File: config.mk
export PLATFORM = sky130hd
export DESIGN_NAME = led_dither_pwm
export DESIGN_NICKNAME = d
export VERILOG_FILES = /design/src/rtl/dim_pkg.sv /design/src/rtl/dim_level_bank.sv /design/src/rtl/dim_phase_channel.sv /design/src/rtl/led_dither_pwm.sv
export SDC_FILE = /design/constraint.sdc
export NUM_CORES = 1
export LEC_CHECK = 0
export BUFFER_PORTS_ARGS = -buffer_cell sky130_fd_sc_hd__buf_2
export CORE_MARGIN = 8
export CORE_UTILIZATION = 35
export DETAILED_ROUTE_END_ITERATION = 8
export SYNTH_ARGS = -nofsm -noshare
export SYNTH_HDL_FRONTEND = slang
export SYNTH_HIERARCHICAL = 1
export SYNTH_SLANG_ARGS = --single-unit
File: constraint.sdc
create_clock -name clk -period 3.4 [get_ports clk]
set_clock_uncertainty 0.1 [all_clocks]
set_input_delay 0.68 -clock clk [delete_from_list [all_inputs] [get_ports clk]]
set_output_delay 0.68 -clock clk [all_outputs]
set_load 0.03 [all_outputs]
File: src/rtl/dim_pkg.sv
package dim_pkg;
    localparam int LVL_W = 8;
    localparam int CH_N  = 3;

    typedef logic [LVL_W-1:0] level_t;

    typedef struct packed {
        level_t acc;
        logic   drive;
    } phase_t;
endpackage

File: src/rtl/dim_level_bank.sv
module dim_level_bank
    import dim_pkg::*;
#(
    parameter int CH = CH_N
) (
    input  logic               clk,
    input  logic               rst_n,
    input  logic               latch_stb,
    input  level_t [CH-1:0]    stage_i,
    output level_t [CH-1:0]    lvl_o
);
    typedef struct packed {
        level_t [CH-1:0] lvl;
    } bank_t;

    bank_t bank_d, bank_q;

    always_comb begin
        bank_d = bank_q;
        if (latch_stb) begin
            bank_d.lvl = stage_i;
        end
    end

    always_ff @(posedge clk or negedge rst_n) begin
        if (!rst_n) begin
            bank_q <= '0;
        end else begin
            bank_q <= bank_d;
        end
    end

    assign lvl_o = bank_q.lvl;

    // staged values leave the working registers alone without a strobe
    p_stage_ignored_r8: assert property (@(posedge clk) disable iff (!rst_n)
        !latch_stb |=> $stable(lvl_o));

    // a strobe copies every staged value
    p_latch_copy_r9: assert property (@(posedge clk) disable iff (!rst_n)
        latch_stb |=> (lvl_o == $past(stage_i)));
endmodule

File: src/rtl/dim_phase_channel.sv
module dim_phase_channel
    import dim_pkg::*;
(
    input  logic   clk,
    input  logic   rst_n,
    input  logic   tick_en,
    input  level_t lvl_i,
    output logic   drive_o
);
    localparam int SUM_W = LVL_W + 1;

    phase_t ph_d, ph_q;
    logic [SUM_W-1:0] sum;

    always_comb begin
        sum  = {1'b0, ph_q.acc} + {1'b0, lvl_i};
        ph_d = ph_q;
        if (tick_en) begin
            ph_d.acc   = sum[LVL_W-1:0];
            ph_d.drive = sum[LVL_W];
        end
    end

    always_ff @(posedge clk or negedge rst_n) begin
        if (!rst_n) begin
            ph_q <= '0;
        end else begin
            ph_q <= ph_d;
        end
    end

    assign drive_o = ph_q.drive;

    // zero intensity never lights
    p_zero_dark_r3: assert property (@(posedge clk) disable iff (!rst_n)
        (tick_en && lvl_i == '0) |=> !drive_o);

    // no tick, nothing moves
    p_idle_hold_r10: assert property (@(posedge clk) disable iff (!rst_n)
        !tick_en |=> ($stable(ph_q.acc) && $stable(drive_o)));

    // full intensity lights from any nonzero phase
    p_full_on_r6: assert property (@(posedge clk) disable iff (!rst_n)
        (tick_en && lvl_i == '1 && ph_q.acc != '0) |=> drive_o);

    // intensity one lights only from the top phase
    p_one_rare_r4: assert property (@(posedge clk) disable iff (!rst_n)
        (tick_en && lvl_i == level_t'(1) && ph_q.acc != '1) |=> !drive_o);

    // half intensity from the half phase lights
    p_half_on_r5: assert property (@(posedge clk) disable iff (!rst_n)
        (tick_en && lvl_i == level_t'(1 << (LVL_W-1))
                 && ph_q.acc == level_t'(1 << (LVL_W-1))) |=> drive_o);
endmodule

File: src/rtl/led_dither_pwm.sv
module led_dither_pwm
    import dim_pkg::*;
(
    input  logic       clk,
    input  logic       rst_n,
    input  logic       tick_en,
    input  logic       latch_stb,
    input  logic [7:0] stage_red,
    input  logic [7:0] stage_grn,
    input  logic [7:0] stage_blu,
    output logic       drive_red,
    output logic       drive_grn,
    output logic       drive_blu
);
    level_t [CH_N-1:0] stage_vec;
    level_t [CH_N-1:0] lvl_vec;
    logic   [CH_N-1:0] drive_vec;

    assign stage_vec[0] = stage_red;
    assign stage_vec[1] = stage_grn;
    assign stage_vec[2] = stage_blu;

    dim_level_bank #(.CH(CH_N)) bank_i (
        .clk       (clk),
        .rst_n     (rst_n),
        .latch_stb (latch_stb),
        .stage_i   (stage_vec),
        .lvl_o     (lvl_vec)
    );

    for (genvar c = 0; c < CH_N; c++) begin : g_chan
        dim_phase_channel chan_i (
            .clk     (clk),
            .rst_n   (rst_n),
            .tick_en (tick_en),
            .lvl_i   (lvl_vec[c]),
            .drive_o (drive_vec[c])
        );
    end

    assign drive_red = drive_vec[0];
    assign drive_grn = drive_vec[1];
    assign drive_blu = drive_vec[2];

    // drives stay dark through reset
    p_reset_dark_r1: assert property (@(posedge clk)
        !rst_n |=> (drive_vec == '0));
endmodule

Yosys cells after proc, flatten, opt, wreduce, memory -nomap -nowiden
Cells that the tools add are included.
Widths: inputs -> output; s select.
{"block": "word_totals", "wordCells": 12, "register_bits": 51, "in_bits": 28, "out_inout_bits": 3}
{"block": "op_classes", "addsub": 3}
{"op": "$add 8x8->9", "n": 3}

Longest topological paths before layout
Gate-level depths: netlist of run 1.
{"block": "logic_depth", "depth_word": 1, "depth_mapped": 6, "ltp_nobuf": 6}

Cells and area by module
Netlist of run 1, hierarchy kept.
{"mod": "dim_phase_channel", "n_inst": 3, "seq_area_each_um2": 225.2, "cells_each": 73, "area_per_inst_um2": 714.4}
{"mod": "dim_level_bank", "n_inst": 1, "seq_area_each_um2": 600.6, "cells_each": 51, "area_per_inst_um2": 997.2}

Worst setup path after synthesis of run 1
OpenSTA, ideal clock, no wires.
{"block": "synth_path", "path_kind": "reg-to-reg", "from": "register bank_i.bank_q (netlist bit bank_i/lvl_o[0])", "to": "register g_chan[0].chan_i/ph_q[7] in the netlist's numbering", "path_buffers": 0, "synth_period_minus_slack_ns": 1.858, "t_arrival_ns": 1.626, "path_stages_with_launch": 7, "path_slack_ns": 1.542, "t_required_ns": 3.167, "cell_sequence": "dfrtp_1 > ha_1 > fa_1 > a211oi_1 > o21bai_2 > nand4b_1 > o211ai_1"}
{"block": "synth_via", "elab_chain_len": 1}
{"element": "from (decl)", "line_no": "dim_level_bank.sv:16", "text": "bank_t bank_d, bank_q;"}
{"element": "from (signal assigned)", "line_no": "dim_level_bank.sv:29", "text": "bank_q <= bank_d;"}
{"element": "$add 8x8->9", "line_no": "dim_phase_channel.sv:16", "text": "sum = {1'b0, ph_q.acc} + {1'b0, lvl_i};"}
{"element": "to (signal assigned)", "line_no": "dim_phase_channel.sv:28", "text": "ph_q <= ph_d;"}
{"element": "to (decl)", "line_no": "dim_phase_channel.sv:12", "text": "phase_t ph_d, ph_q;"}
Every way passes these cells.
A chain may end at the register's enable or synchronous reset.

Final worst setup path of run 1
{"block": "layout_path", "from": "register bank_i.bank_q (netlist bit bank_i/lvl_o[8])", "to": "register g_chan[1].chan_i/ph_q[7] in the netlist's numbering"}
{"block": "layout_via", "elab_chain_len": 1}
{"element": "$add 8x8->9", "line_no": "dim_phase_channel.sv:16"}
{"element": "to (signal assigned)", "line_no": "dim_phase_channel.sv:28"}
{"element": "to (decl)", "line_no": "dim_phase_channel.sv:12"}
Every way passes these cells.

==> results of run 1 <==
-- power breakdown --
part | total [mW] | switching [mW] | internal [mW]
Combinational | 1.41 | 0.753 | 0.653
Clock | 0.439 | 0.201 | 0.238
Sequential | 0.918 | 0.116 | 0.802
Total | 2.76 | 1.07 | 1.69
-- cell type report --
type                       instances  area share (%)
clock buffer                       6            2.38
clock inverter                     2            1.01
inverter                           9           0.974
multi-input combinational        198            50.0
sequential                        51            36.8
tap                              108            3.89
timing repair buffer              33            4.98
-- state kept, by name (all words and copies together) (netlist names) --
| signal | count |
|---|---|
| g_chan.chan_i/ph_q | 24 |
| g_chan.chan_i/drive_o | 3 |
| bank_i/lvl_o | 24 |
-- path summary, 6_finish.rpt --
path / startpoint / end / slack (ns) / depth (start not counted)
max: bank_i/lvl_o[8] / g_chan[1].chan_i/ph_q[7] / 1.38 / 6
min: rst_n / bank_i/lvl_o[7] / 0.27 / 1
max reg2reg: bank_i/lvl_o[8] / g_chan[1].chan_i/ph_q[7] / 1.38 / 6
min reg2reg: g_chan[2].chan_i/ph_q[1] / g_chan[2].chan_i/ph_q[1] / 0.40 / 1
max in group asynchronous: rst_n / g_chan[1].chan_i/ph_q[6] / 2.17 / 2
min in group clk: g_chan[2].chan_i/ph_q[1] / g_chan[2].chan_i/ph_q[1] / 0.40 / 1
-- cell usage in the layout, fill, tap and decap left out, types with 6 or more instances in the layout --
cell type / count
mux2i_1: 6
nand3b_1: 6
buf_2: 30
dfrtp_1: 51
a21oi_1: 18
o22ai_1: 6
mux2_4: 20
nand2_1: 9
a21o_1: 6
mux2_1: 6
o211ai_1: 6
clkbuf_8: 6
o21ai_0: 18
nand4b_1: 6
o21ai_2: 6
nor2_1: 12
inv_1: 9
mux2_2: 7
nor2b_1: 6
ha_1: 24
a211oi_1: 9
-- kinds of logic after synthesis --
kind of cell,after synthesis,synth area share [%]
buf+inv,21,4.14
flops,51,40.6
fa+ha+maj,27,11.5
compound gates,81,17.9
xor+xnor,6,1.67
mux,39,16.1
simple gates,45,8.01
-- metal layers --
| metal | track usage (%) | vias up | wire [um] |
|---|---|---|---|
| met5 | 0 | - | 0 |
| met4 | 3.24 | 0 | 78 |
| met3 | 1.79 | 6 | 115 |
| met2 | 15.6 | 32 | 2690 |
| met1 | 13.5 | 1014 | 2970 |
| li1 | - | 1057 | - |
-- critical path: cells and delay by family, from the launching register on --
kind                     cells  cell delay [ns]
AO/OA/AOI/OAI                3             0.62
adder cells (fa/ha/maj)      2             0.68
flip-flops                   1             0.39
AND/OR/NAND/NOR              1             0.11
-- metrics by stage --
step | hold slack, ns | power (mW) | util [%]
floorplan | 0.284 | 2.07 | -
global placement | 0.376 | 2.31 | 38.4
detailed placement | 0.383 | 2.33 | 38.4
CTS | 0.281 | 2.80 | 39.8
global route | 0.319 | 3.03 | 39.8
finish | 0.268 | 2.76 | 39.8
==> run metrics, run 1 <==
Reg clk slew, reported paths=0.09 ns; register area=1280 um2; register area share after synthesis=40.6%; Fillers=832; fin area=3470 um2; clock tree from TritonCTS=built; ys async rst share=100%; Clock Sinks=51; core region area=8720 um2; dominant cell type by area after synthesis=dfrtp_1; Final Worst Setup Slack=1.38 ns; most frequent cell after synthesis=dfrtp_1; Pleak=1.57 nW; Mapped Cells=270; # diodes=0; Post-route DRC=0; count of final hold-check violations=0; critical path class=register to register; RSZ-0062 raised after global routing=no; worst slew pin tran=0.781 ns; Crit Path Max Fanout=3; crit path DAT=2.10 ns; htree depth=2; number of flops mapped to enable cells by yosys=0; CP Launch Type=register; Max Cap Violations=0; Tightest Hold Check Type=primary input to asynchronous set/reset pin; GRT Util Overall=9.96%; die area=12300 um2; final worst-path cycle share=59.4%; Ys Warns=6; FF+latch count, synth=51; Worst path slowest cell=fa_1; CP endpoint kind=register; largest net degree at the start of global routing=34; Vias=2109; Cell variety after synth=31; fin cells=407; Synth top cells by count=51 x dfrtp_1, 24 x ha_1, 20 x mux2_4; Antenna Violating Nets Remaining=0; vias in the first global route=2143; routability cong.=0.755; postcts setup bufs=0; status=finished clean; max_slew headroom=47.9%; post-cts sizing count=0; num rows=34; Max stage delay on crit path=0.43 ns; synth-to-layout area growth=10.5%; drt first-iter violations=60; Setup Total Neg Slack=0 ns; largest cells by area after synthesis=dfrtp_1 41%, ha_1 9.6%, mux2_4 9.6%, a21oi_1 2.9%, o21ai_0 2.9%; # hold bufs at CTS=0; CP cell instances=ha_1 -> fa_1 -> a211oi_1 -> o21bai_2 -> nand4b_1 -> o211ai_1; Starting Density=36.0%; fin crit period=2.02 ns; Num CTS Buffers=5; fmax=495 MHz; Syn Area/Cell=11.6 um2; Die Span Y=111 um; Setup WS pre-CTS=1.39 ns; Synth Net Count=325; Power per Cell Area=796 nW/um2; Initial DRT Pass Iterations=4; Via-to-Cell Ratio=5.18; fin nets=353; total gr overflow=0; Placed Area=3350 um2; top cell type's share of synthesized area=40.6%; clock buffer depth=2; HPWL after DPL=4250 um; ports placed on the boundary=31; Die X=111 um; cell at the root of the clock tree=clkbuf_8; main flop type after synthesis=dfrtp_1; layout cell share with drive strength beyond 1=27.8%; Wirelength per Cell=14.4 um; Critical Path RT=3.48 ns; cell total after placement=399; initial antenna violation count=0; Max rail drop VDD=0.331 mV; Port Buf Inserts=30; Slew Viols, Final=0; Multi-input gate area=1730 um2; Post-Syn Area=3140 um2; clock latency on the worst-skew pair=0.30 ns; final setup fails=0; final WL=5850 um; global-route wire length before repair=10400 um
Power figures use the tool's default switching activity.
==> inputs of run 2 (changes only) <==
clock period = 1.6 ns   (was 3.4 ns; I/O delays follow)
==> run metrics, run 2 (same netlist as run 1, synthesis figures left out) <==
clock tree from TritonCTS=built; largest net degree at the start of global routing=64 (+88%); fin crit period=1.80 ns (-0.219 ns); status=finished, violations left; final setup fails=14 (+14); worst slew pin tran=0.481 ns (-0.300 ns); total gr overflow=0 (unchanged); Setup WS pre-CTS=-0.186 ns (-1.58 ns); commonest non-fill, non-tap cells in the layout=49 x dfrtp_1, 30 x buf_2, 20 x mux2_4, 20 x ha_4, 18 x a21oi_1; failing checks=setup timing; final WL=6490 um (+11%); Pleak=1.72 nW (+9.3%); Power per Cell Area=1740 nW/um2 (+120%); Clock Sinks=51 (unchanged); drt first-iter violations=65 (+8.3%); Comb power frac=60.0% (+9.1 points); routability cong.=0.765 (+1.3%); synth-to-layout area growth=29.4%; Die Span Y=111 um (unchanged); Via-to-Cell Ratio=5.09 (-1.9%); Tightest Hold Check Type=primary input to register; cell at the root of the clock tree=clkbuf_8; ports placed on the boundary=31 (unchanged); Crit Path Max Fanout=3 (unchanged); GRT Util Overall=10.5% (+0.51 points); Reg clk slew, reported paths=0.09 ns (about the same); Num CTS Buffers=5 (unchanged); count of final hold-check violations=0 (unchanged); Critical Path RT=1.69 ns (-1.79 ns); CP Launch Type=register; # diodes=0 (unchanged); die area=12300 um2 (unchanged); fmax=555 MHz (+12%); initial antenna violation count=0 (unchanged); clock buffer depth=2 (unchanged); Slew Viols, Final=0 (unchanged); Final Worst Setup Slack=-0.201 ns (-1.58 ns); Port Buf Inserts=30 (unchanged); fin cells=431 (+5.9%); max_slew headroom=67.9% (+20 points); layout cell share with drive strength beyond 1=44.6% (+17 points); sequential cell fraction of total power=29.8% (-3.4 points); RSZ-0062 raised after global routing=yes; Starting Density=36.0% (unchanged); Max rail drop VDD=0.814 mV (+150%); htree depth=2 (unchanged); switch share=38.6% (-0.10 points); Switching Power=2.74 mW (+160%); num rows=34 (unchanged); HPWL after DPL=4430 um (+4.0%); Vias=2192 (+3.9%); Die X=111 um (unchanged); cell total after placement=417 (+4.5%); core region area=8720 um2 (unchanged); vias in the first global route=2309 (+7.7%); Initial DRT Pass Iterations=4 (unchanged); Antenna Violating Nets Remaining=0 (unchanged); Internal Pwr Total=4.35 mW (+160%); clock latency on the worst-skew pair=0.30 ns (about the same); clock share of power=10.2% (-5.7 points); commonest non-fill, non-tap cell in the layout=dfrtp_1; Max Cap Violations=0 (unchanged); fin nets=377 (+6.8%); Wirelength per Cell=15.1 um (+4.7%); crit path DAT=1.89 ns (-0.21 ns); global-route wire length before repair=11000 um (+5.6%); final worst-path cycle share=113% (+53 points); Fillers=779 (-6.4%); Post-route DRC=0 (unchanged); CP endpoint kind=register; critical path class=register to register
[run 2: changes by cell type in the layout (fill, tap and decap cells not counted), moves of 3 or more]
| cell | change |
|---|---|
| ha_1 | -21 |
| buf_6 | +6 |
| buf_12 | +4 |
| ha_4 | +20 |
| buf_4 | +13 |
| a211oi_4 | +5 |
| xnor2_2 | +3 |
| xnor2_1 | -3 |
| nor2_1 | -3 |
| a211oi_1 | -6 |
| fa_2 | +3 |
| fa_1 | -3 |
| nor2_2 | +3 |
[run 2: worst paths after layout]
path	start	end	slack, ns	cells past startpoint
worst max-delay path	g_chan[2].chan_i/ph_q[1]	g_chan[2].chan_i/drive_o	-0.20	6
worst min-delay path	stage_red[0]	bank_i/lvl_o[0]	0.14	2
worst max register to register	g_chan[2].chan_i/ph_q[1]	g_chan[2].chan_i/drive_o	-0.20	6
worst min register to register	g_chan[1].chan_i/ph_q[1]	g_chan[1].chan_i/ph_q[1]	0.42	1
max in group asynchronous	rst_n	g_chan[0].chan_i/ph_q[7]	0.53	3
min in group asynchronous	rst_n	bank_i/lvl_o[20]	0.40	2
[run 2: cell type report]
cell class / instances / area [um2] / area share [%]
Sequential cell: 51 / 1280 / 31.5
Clock inverter: 2 / 12.5 / 0.308
Timing Repair Buffer: 57 / 428 / 10.5
Tap cell: 108 / 135 / 3.32
Clock buffer: 6 / 72.6 / 1.79
Multi-Input combinational cell: 198 / 2100 / 51.8
Inverter: 9 / 33.8 / 0.831
[run 2: timing repair]
item / in CTS / in global routing
resized for setup: 11 / 40
setup buffers: 2 / 6
endpoints found under the setup margin: 15 / 18
hold endpoints to repair: 17 / 0
hold buffers: 1 / 0
pin swaps: 12 / 22
[run 2: through the flow]
| stage | cell area (um2) | utilization [%] | TNS [ns] | power [mW] | hold slack [ns] |
|---|---|---|---|---|---|
| CTS | 3780 | 43.4 | -1.42 | 6.40 | 0.125 |
| global route | 4070 | 46.6 | -3.16 | 7.69 | 0.128 |
| detailed placement | 3580 | 41.1 | -1.40 | 5.36 | 0.206 |
| finish | 4070 | 46.6 | -1.77 | 7.09 | 0.144 |
| floorplan | 3190 | - | -0.522 | 4.51 | -0.0756 |
| global placement | 3580 | 41.1 | -0.959 | 5.26 | 0.212 |
[run 2: per-layer routing]
layer | part of all wire, % | global-route usage [%]
met4 | 0.39 | 2.16
met3 | 4.2 | 3.14
met1 | 48 | 13.6
met5 | 0 | 0
met2 | 47 | 16.7
[run 2: worst max-delay path: stages, from the launching register on]
cell and delay [ns]:
dfrtp_1 0.42, ha_4 0.18, fa_2 0.40, a211oi_4 0.27
o21bai_2 0.11, o21ai_1 0.13, a21oi_1 0.08
[run 2: power groups by stage]
stage | Combinational [mW] | Sequential, mW | Clock, mW
final | 4.25 | 2.11 | 0.725
after global routing | 4.71 | 2.16 | 0.818
after CTS | 3.62 | 2.00 | 0.779
after detailed placement | 3.38 | 1.98 | 0
after global placement | 3.28 | 1.98 | 0
after floorplan | 2.52 | 1.99 | 0
